[config.mk]
export PLATFORM = sky130hd
export DESIGN_NAME = gpio_flag_ctrl
export DESIGN_NICKNAME = d
export VERILOG_FILES = /design/src/rtl/gpio_flag_pkg.sv /design/src/rtl/gpio_sync.sv /design/src/rtl/gpio_bitop_reg.sv /design/src/rtl/gpio_irq.sv /design/src/rtl/gpio_flag_ctrl.sv
export SDC_FILE = /design/constraint.sdc
export NUM_CORES = 1
export LEC_CHECK = 0
export BUFFER_PORTS_ARGS = -buffer_cell sky130_fd_sc_hd__buf_2
export CAP_MARGIN = 40
export CELL_PAD_IN_SITES_DETAIL_PLACEMENT = 1
export CELL_PAD_IN_SITES_GLOBAL_PLACEMENT = 2
export CORE_UTILIZATION = 34
export CTS_CLUSTER_SIZE = 28
export DETAILED_ROUTE_END_ITERATION = 7
export GPL_TIMING_DRIVEN = 0
export PLACE_DENSITY_LB_ADDON = 0.1
export REMOVE_ABC_BUFFERS = 1
export SLEW_MARGIN = 25
export SYNTH_ARGS = -nofsm -noshare
export SYNTH_HDL_FRONTEND = slang
export SYNTH_HIERARCHICAL = 1
export SYNTH_SLANG_ARGS = --single-unit
[constraint.sdc]
create_clock -name clk -period 2.1 [get_ports clk]
set_clock_uncertainty 0.1 [all_clocks]
set_input_delay 0.315 -clock clk [delete_from_list [all_inputs] [get_ports clk]]
set_output_delay 0.315 -clock clk [all_outputs]
set_load 0.005 [all_outputs]
[src/rtl/gpio_flag_pkg.sv]
package gpio_flag_pkg;

    localparam int NPINS  = 16;
    localparam int ADDR_W = 4;

    typedef enum logic [ADDR_W-1:0] {
        REG_DIR   = 4'd0,
        REG_OUT   = 4'd1,
        REG_OSET  = 4'd2,
        REG_OCLR  = 4'd3,
        REG_OTGL  = 4'd4,
        REG_MSET  = 4'd5,
        REG_MCLR  = 4'd6,
        REG_SENSE = 4'd7,
        REG_BOTH  = 4'd8,
        REG_ICLR  = 4'd9,
        REG_LVL   = 4'd10,
        REG_ISTAT = 4'd11
    } reg_addr_e;

    typedef enum logic [2:0] {
        OP_NONE,
        OP_LOAD,
        OP_SET,
        OP_CLR,
        OP_TGL
    } bit_op_e;

    function automatic logic apply_op(input logic cur, input logic din, input bit_op_e op);
        case (op)
            OP_LOAD: return din;
            OP_SET:  return cur | din;
            OP_CLR:  return cur & ~din;
            OP_TGL:  return cur ^ din;
            default: return cur;
        endcase
    endfunction

endpackage

[src/rtl/gpio_sync.sv]
module gpio_sync #(
    parameter int W      = 16,
    parameter int STAGES = 2
) (
    input  logic         clk,
    input  logic         rst,
    input  logic [W-1:0] din,
    output logic [W-1:0] dout
);
    logic [W-1:0] stg [STAGES];

    always_ff @(posedge clk) begin
        if (rst) begin
            for (int s = 0; s < STAGES; s++) stg[s] <= '0;
        end else begin
            stg[0] <= din;
            for (int s = 1; s < STAGES; s++) stg[s] <= stg[s-1];
        end
    end

    assign dout = stg[STAGES-1];
endmodule

[src/rtl/gpio_bitop_reg.sv]
module gpio_bitop_reg
    import gpio_flag_pkg::*;
#(
    parameter int W = 16
) (
    input  logic         clk,
    input  logic         rst,
    input  bit_op_e      op,
    input  logic [W-1:0] data,
    output logic [W-1:0] q
);
    logic [W-1:0] nxt;

    for (genvar i = 0; i < W; i++) begin : g_bit
        assign nxt[i] = apply_op(q[i], data[i], op);
    end

    always_ff @(posedge clk) begin
        if (rst) q <= '0;
        else     q <= nxt;
    end


    set_only_touches_ones_chk: assert property (@(posedge clk) disable iff (rst)
        (op == OP_SET) |=> (q == ($past(q) | $past(data))));


    clr_only_touches_ones_chk: assert property (@(posedge clk) disable iff (rst)
        (op == OP_CLR) |=> (q == ($past(q) & ~$past(data))));


    tgl_only_touches_ones_chk: assert property (@(posedge clk) disable iff (rst)
        (op == OP_TGL) |=> (q == ($past(q) ^ $past(data))));


    idle_holds_chk: assert property (@(posedge clk) disable iff (rst)
        (op == OP_NONE) |=> $stable(q));
endmodule

[src/rtl/gpio_irq.sv]
module gpio_irq #(
    parameter int W = 16
) (
    input  logic         clk,
    input  logic         rst,
    input  logic [W-1:0] lvl,
    input  logic [W-1:0] mask,
    input  logic [W-1:0] sense,
    input  logic [W-1:0] both,
    input  logic         clr_en,
    input  logic [W-1:0] clr_data,
    output logic [W-1:0] istat
);
    logic [W-1:0] prev_q, pend_q, pend_d;
    logic [W-1:0] rise, fall, hit, clr_bits;

    always_comb begin
        rise     = lvl & ~prev_q;
        fall     = ~lvl & prev_q;
        hit      = mask & sense & (rise | (both & fall));
        clr_bits = clr_en ? clr_data : '0;
        pend_d   = (pend_q | hit) & ~clr_bits;
    end

    always_ff @(posedge clk) begin
        if (rst) begin
            prev_q <= '0;
            pend_q <= '0;
        end else begin
            prev_q <= lvl;
            pend_q <= pend_d;
        end
    end

    assign istat = pend_q | (mask & ~sense & lvl);


    clear_wins_chk: assert property (@(posedge clk) disable iff (rst)
        clr_en |=> ((pend_q & $past(clr_data)) == '0));


    masked_never_latches_chk: assert property (@(posedge clk) disable iff (rst)
        1'b1 |=> ((pend_q & ~$past(pend_q) & ~$past(mask)) == '0));


    rising_only_ignores_fall_chk: assert property (@(posedge clk) disable iff (rst)
        1'b1 |=> ((pend_q & ~$past(pend_q) & ~$past(both) & ~$past(lvl)) == '0));
endmodule

[src/rtl/gpio_flag_ctrl.sv]
module gpio_flag_ctrl
    import gpio_flag_pkg::*;
#(
    parameter int PINS     = NPINS,
    parameter int SYNC_LEN = 2
) (
    input  logic              clk,
    input  logic              rst,
    input  logic              wr_en,
    input  logic [ADDR_W-1:0] wr_addr,
    input  logic [PINS-1:0]   wr_data,
    input  logic              rd_en,
    input  logic [ADDR_W-1:0] rd_addr,
    output logic [PINS-1:0]   rd_data,
    output logic              rd_valid,
    input  logic [PINS-1:0]   pin_i,
    output logic [PINS-1:0]   pin_o,
    output logic [PINS-1:0]   pin_oe,
    output logic              irq
);
    reg_addr_e       wr_sel, rd_sel;
    bit_op_e         out_op, mask_op;
    logic [PINS-1:0] dir_q, sense_q, both_q, out_q, mask_q;
    logic [PINS-1:0] pin_s, lvl, istat, rd_mux;
    logic            iclr_en;

    assign wr_sel = reg_addr_e'(wr_addr);
    assign rd_sel = reg_addr_e'(rd_addr);

    always_comb begin
        out_op  = OP_NONE;
        mask_op = OP_NONE;
        if (wr_en) begin
            case (wr_sel)
                REG_OUT:  out_op  = OP_LOAD;
                REG_OSET: out_op  = OP_SET;
                REG_OCLR: out_op  = OP_CLR;
                REG_OTGL: out_op  = OP_TGL;
                REG_MSET: mask_op = OP_SET;
                REG_MCLR: mask_op = OP_CLR;
                default: ;
            endcase
        end
    end

    always_ff @(posedge clk) begin
        if (rst) begin
            dir_q   <= '0;
            sense_q <= '0;
            both_q  <= '0;
        end else if (wr_en) begin
            if (wr_sel == REG_DIR)   dir_q   <= wr_data;
            if (wr_sel == REG_SENSE) sense_q <= wr_data;
            if (wr_sel == REG_BOTH)  both_q  <= wr_data;
        end
    end

    gpio_bitop_reg #(.W(PINS)) u_out (
        .clk(clk), .rst(rst), .op(out_op), .data(wr_data), .q(out_q)
    );

    gpio_bitop_reg #(.W(PINS)) u_mask (
        .clk(clk), .rst(rst), .op(mask_op), .data(wr_data), .q(mask_q)
    );

    gpio_sync #(.W(PINS), .STAGES(SYNC_LEN)) u_sync (
        .clk(clk), .rst(rst), .din(pin_i), .dout(pin_s)
    );

    assign lvl     = (out_q & dir_q) | (pin_s & ~dir_q);
    assign iclr_en = wr_en && (wr_sel == REG_ICLR);

    gpio_irq #(.W(PINS)) u_irq (
        .clk(clk), .rst(rst), .lvl(lvl), .mask(mask_q), .sense(sense_q),
        .both(both_q), .clr_en(iclr_en), .clr_data(wr_data), .istat(istat)
    );

    always_comb begin
        case (rd_sel)
            REG_DIR:   rd_mux = dir_q;
            REG_OUT:   rd_mux = out_q;
            REG_MSET:  rd_mux = mask_q;
            REG_SENSE: rd_mux = sense_q;
            REG_BOTH:  rd_mux = both_q;
            REG_LVL:   rd_mux = lvl;
            REG_ISTAT: rd_mux = istat;
            default:   rd_mux = '0;
        endcase
    end

    always_ff @(posedge clk) begin
        if (rst) begin
            rd_data  <= '0;
            rd_valid <= 1'b0;
        end else begin
            rd_valid <= rd_en;
            if (rd_en) rd_data <= rd_mux;
        end
    end

    assign pin_o  = out_q;
    assign pin_oe = dir_q;
    assign irq    = |istat;


    dir_write_reaches_oe_chk: assert property (@(posedge clk) disable iff (rst)
        (wr_en && wr_addr == REG_DIR) |=> (pin_oe == $past(wr_data)));


    irq_idle_when_no_source_chk: assert property (@(posedge clk) disable iff (rst)
        (mask_q == '0 && $past(mask_q) == '0 && $past(iclr_en) && $past(wr_data) == '1) |-> !irq);
endmodule

==> impl_metrics.env <==
export IMPL_status="finished, violations left"
export IMPL_violations="setup timing"
export IMPL_met2_usage=0.3716
export IMPL_clkPwrFrac=0.423
export IMPL_crit_chain="mux2_4 -> nand2_4 -> o21bai_4 -> nor4_4 -> nand4_1 -> buf_2"
export IMPL_use_met1=0.3435
export IMPL_gp_congestion=0.7843
export IMPL_initial_utilization=0.3474
export IMPL_clock_sinks=161
export IMPL_end_kind="primary output"
export IMPL_yosysWarningCount=6
export IMPL_antenna_found_initial=0
export IMPL_async_flop_share=0
export IMPL_start_kind="register"
export IMPL_area_delta_synth_final_pct=19.04
export IMPL_synthFlopType="dfxtp_1"
export IMPL_fin_crit_ns=2.433
export IMPL_slowest_delay_ns=0.37
export IMPL_clkTransAtPathRegs_ns=0.08
export IMPL_p_leak_uw=0.005054
export IMPL_fin_crit_sh=1.158
export IMPL_dr_first_iter_drc_count=507
export IMPL_rows=61
export IMPL_r2r_start="u_out/q[4]"
export IMPL_clock_path_buffers=2
export IMPL_fp_coreArea_mm2=0.02793
export IMPL_crit_fanout=4
export IMPL_grt_total_usage=0.2393
export IMPL_cts_buffers=17
export IMPL_worst_slew_pin_slew_ns=0.8669
export IMPL_switching_share=0.2981
export IMPL_grt_pass1_vias=8390
export IMPL_pwr_density_cell_mw_per_mm2=655.0
export IMPL_path_buf_inv=1
export IMPL_avgRoutedWirePerCell_um=22.85
export IMPL_drive_gt1_frac=0.2494
export IMPL_pwr_share_comb=0.142
export IMPL_p_sw_uw=2256
export IMPL_setup_violations=1
export IMPL_syn_area_per_cell_um2=9.105
export IMPL_relSlewSlack=0.4177
export IMPL_whs_ns=0.007145
export IMPL_yosysTopAreaCell="dfxtp_1"
export IMPL_peakVddDrop_mv=0.5533
export IMPL_grt_pass1_wl_um=51580
export IMPL_synth_area_leaders="dfxtp_1 33%, ha_1 8.3%, nand2_1 4.4%, a21oi_1 4.4%, nor2b_1 4.4%"
export IMPL_h_tree_depth=4
export IMPL_die_w_um=171.0
export IMPL_p_int_uw=5312
export IMPL_grt_ovfl_total=0
export IMPL_ant_nets=0
export IMPL_finalSetupTns_ns=-0.3326
export IMPL_syn_inst=1066
export IMPL_crit_type="register to primary output"
export IMPL_drc=0
export IMPL_grt_max_degree=77
export IMPL_final_hold_violation_count=0
export IMPL_n_antenna_cell=0
export IMPL_insertion_delay_ns=0.44
export IMPL_first_pass_iters=7
export IMPL_io_pins=94
export IMPL_path_delay_family="simple AND/OR/NAND/NOR gates"
export IMPL_worst_path_max_delay_cell="dfxtp_4"
export IMPL_dp_hpwl_um=23300
export IMPL_crit_start="pin_oe[0]"
export IMPL_die_h_um=171.0
export IMPL_via_per_inst=5.573
export IMPL_use_met3=0.03053
export IMPL_grt_busiest_layer="met2"
export IMPL_synth_seq_cells=161
export IMPL_rsz0062_at_grt="yes"
export IMPL_crit_required_ns=1.68
export IMPL_synthDistinctLibCells=67
export IMPL_synth_edf_count=0
export IMPL_drt_wl_total_um=35040
export IMPL_holdCritStartpoint="pin_i[14]"
export IMPL_yosysSeqAreaShare=0.3321
export IMPL_num_vias=8543
export IMPL_timing_final_ws_setup_ns=-0.3326
export IMPL_cap_violations=0
export IMPL_maxSlewViolCount=0
export IMPL_fmax_mhz=411.1
export IMPL_synth_top_area_share=0.3321
export IMPL_preCtsSetupSlack_ns=-0.9115
export IMPL_cts_tree="yes"
export IMPL_seq_power_share=0.436
export IMPL_die_area_mm2=0.02923
export IMPL_io_buffers=93
export IMPL_cp_arrival_ns=2.02
export IMPL_nNetsFinal=1250
export IMPL_synth_area_mm2=0.009706
export IMPL_root_buffer="clkbuf_16"
export IMPL_hold_path_class="input pin to register"
## power groups by stage
stage               combinational [uW]  sequential [uW]  clock, uW
finish                            1070             3300       3200
CTS                               1030             3290       3260
floorplan                          541             3310          0
global placement                   932             3360          0
detailed placement                 987             3360          0
global route                      1180             3310       3390
## synthesized netlist by cell type, types with 13 or more instances
library cell,number
a21o_1,16
a21oi_1,85
a221oi_1,16
a221oi_2,16
a22o_1,22
a22oi_1,16
and3b_1,17
buf_2,30
buf_4,30
clkbuf_1,26
dfxtp_1,161
ha_1,64
inv_1,67
mux2_2,16
nand2_1,114
nand3_1,34
nor2_1,13
nor2b_1,68
nor3b_1,15
nor4b_1,15
o2111ai_1,18
o21bai_1,15
o311a_1,16
or4bb_1,18
## worst paths after layout
check	endpoint	depth (start not counted)	slack, ns
min reg2reg	u_sync/stg[0][22]	1	0.34
max reg2reg	u_out/q[4]	5	0.13
max	irq	6	-0.33
min	u_sync/stg[0][14]	2	0.007
## registers in the layout, summed over array words and instances, names as in the netlist
| signal | count |
|---|---|
| rd_data | 16 |
| rd_valid | 1 |
| u_irq/pend_q | 16 |
| both_q | 16 |
| u_mask/q | 16 |
| u_sync/stg | 32 |
| u_irq/prev_q | 16 |
| pin_oe | 16 |
| u_out/q | 16 |
| sense_q | 16 |
## area by class of cell
type,instances,area (um2)
sequential,161,3264
inverter,67,251.5
fill,3252,16380
multi-input combinational,747,5937
timing repair buffer,148,1046
clock buffer,18,439.2
clock inverter,14,142.6
tap,378,473.0
## kinds of logic after synthesis
family          count (synthesis)  synth area share
buf+inv                       168           0.09076
compound gates                266            0.2143
xor+xnor                        3          0.004254
simple gates                  386            0.2562
flops                         161            0.3321
mux                            17           0.01959
fa+ha+maj                      64           0.08251
other cells                     1         0.0003864
## per-stage QoR
stage / utilization / total power [uW] / cell area [um2] / instances
after global placement: 0.3596 / 4296 / 10040 / 1444
after global routing: 0.4136 / 7883 / 11550 / 1533
after detailed placement: 0.3728 / 4351 / 10420 / 1466
after CTS: 0.4045 / 7592 / 11300 / 1517
after floorplan: - / 3852 / 9106 / 973
final: 0.4136 / 7568 / 11550 / 1533
## worst reg2reg max path, stage by stage (launching register included)
cell and delay (ns):
dfxtp_1 0.52, inv_1 0.12, ha_1 0.20, and4bb_1 0.18
or4_1 0.53, a221oi_2 0.24
## layer usage
| layer | share of wire | vias to the layer above |
|---|---|---|
| met5 | 0 | - |
| met4 | 0.017 | 0 |
| met2 | 0.45 | 177 |
| met1 | 0.50 | 4305 |
| met3 | 0.036 | 34 |
| li1 | - | 4027 |
## cells in the final DEF (no fill, tap or decap), types with 8 or more instances in the layout
master | netlist | routed
o2111ai_1 | 18 | 18
or4b_1 | 12 | 12
inv_1 | 67 | 67
clkbuf_16 | 0 | 17
o22a_1 | 8 | 8
nor4b_1 | 15 | 15
dfxtp_1 | 161 | 138
buf_2 | 30 | 94
dlygate4sd3_1 | 0 | 15
dfxtp_2 | 0 | 18
nor2_1 | 13 | 10
a21o_1 | 16 | 16
nor3b_1 | 15 | 13
a222oi_1 | 8 | 8
a21oi_2 | 10 | 10
a21oi_1 | 85 | 85
and3b_1 | 17 | 17
a22oi_1 | 16 | 16
buf_4 | 30 | 26
a221oi_1 | 16 | 16
a22o_1 | 22 | 22
nand2_1 | 114 | 110
or4_1 | 12 | 12
or4bb_1 | 18 | 18
nor4bb_1 | 8 | 8
mux2_4 | 0 | 14
nand3_1 | 34 | 33
o311a_1 | 16 | 16
nor2b_1 | 68 | 66
ha_1 | 64 | 64
a221oi_2 | 16 | 16
and2_1 | 12 | 9
conb_1 | 1 | 9
## repair_timing
action | CTS | global route
endpoints found under the hold margin | 15 | 0
pin swaps | 7 | 8
gates cloned | 0 | 2
gates resized for setup | 39 | 36
hold buffers | 15 | 0
setup buffers | 5 | 14
setup endpoints to repair | 18 | 24
(Power assumes the default switching activity.)
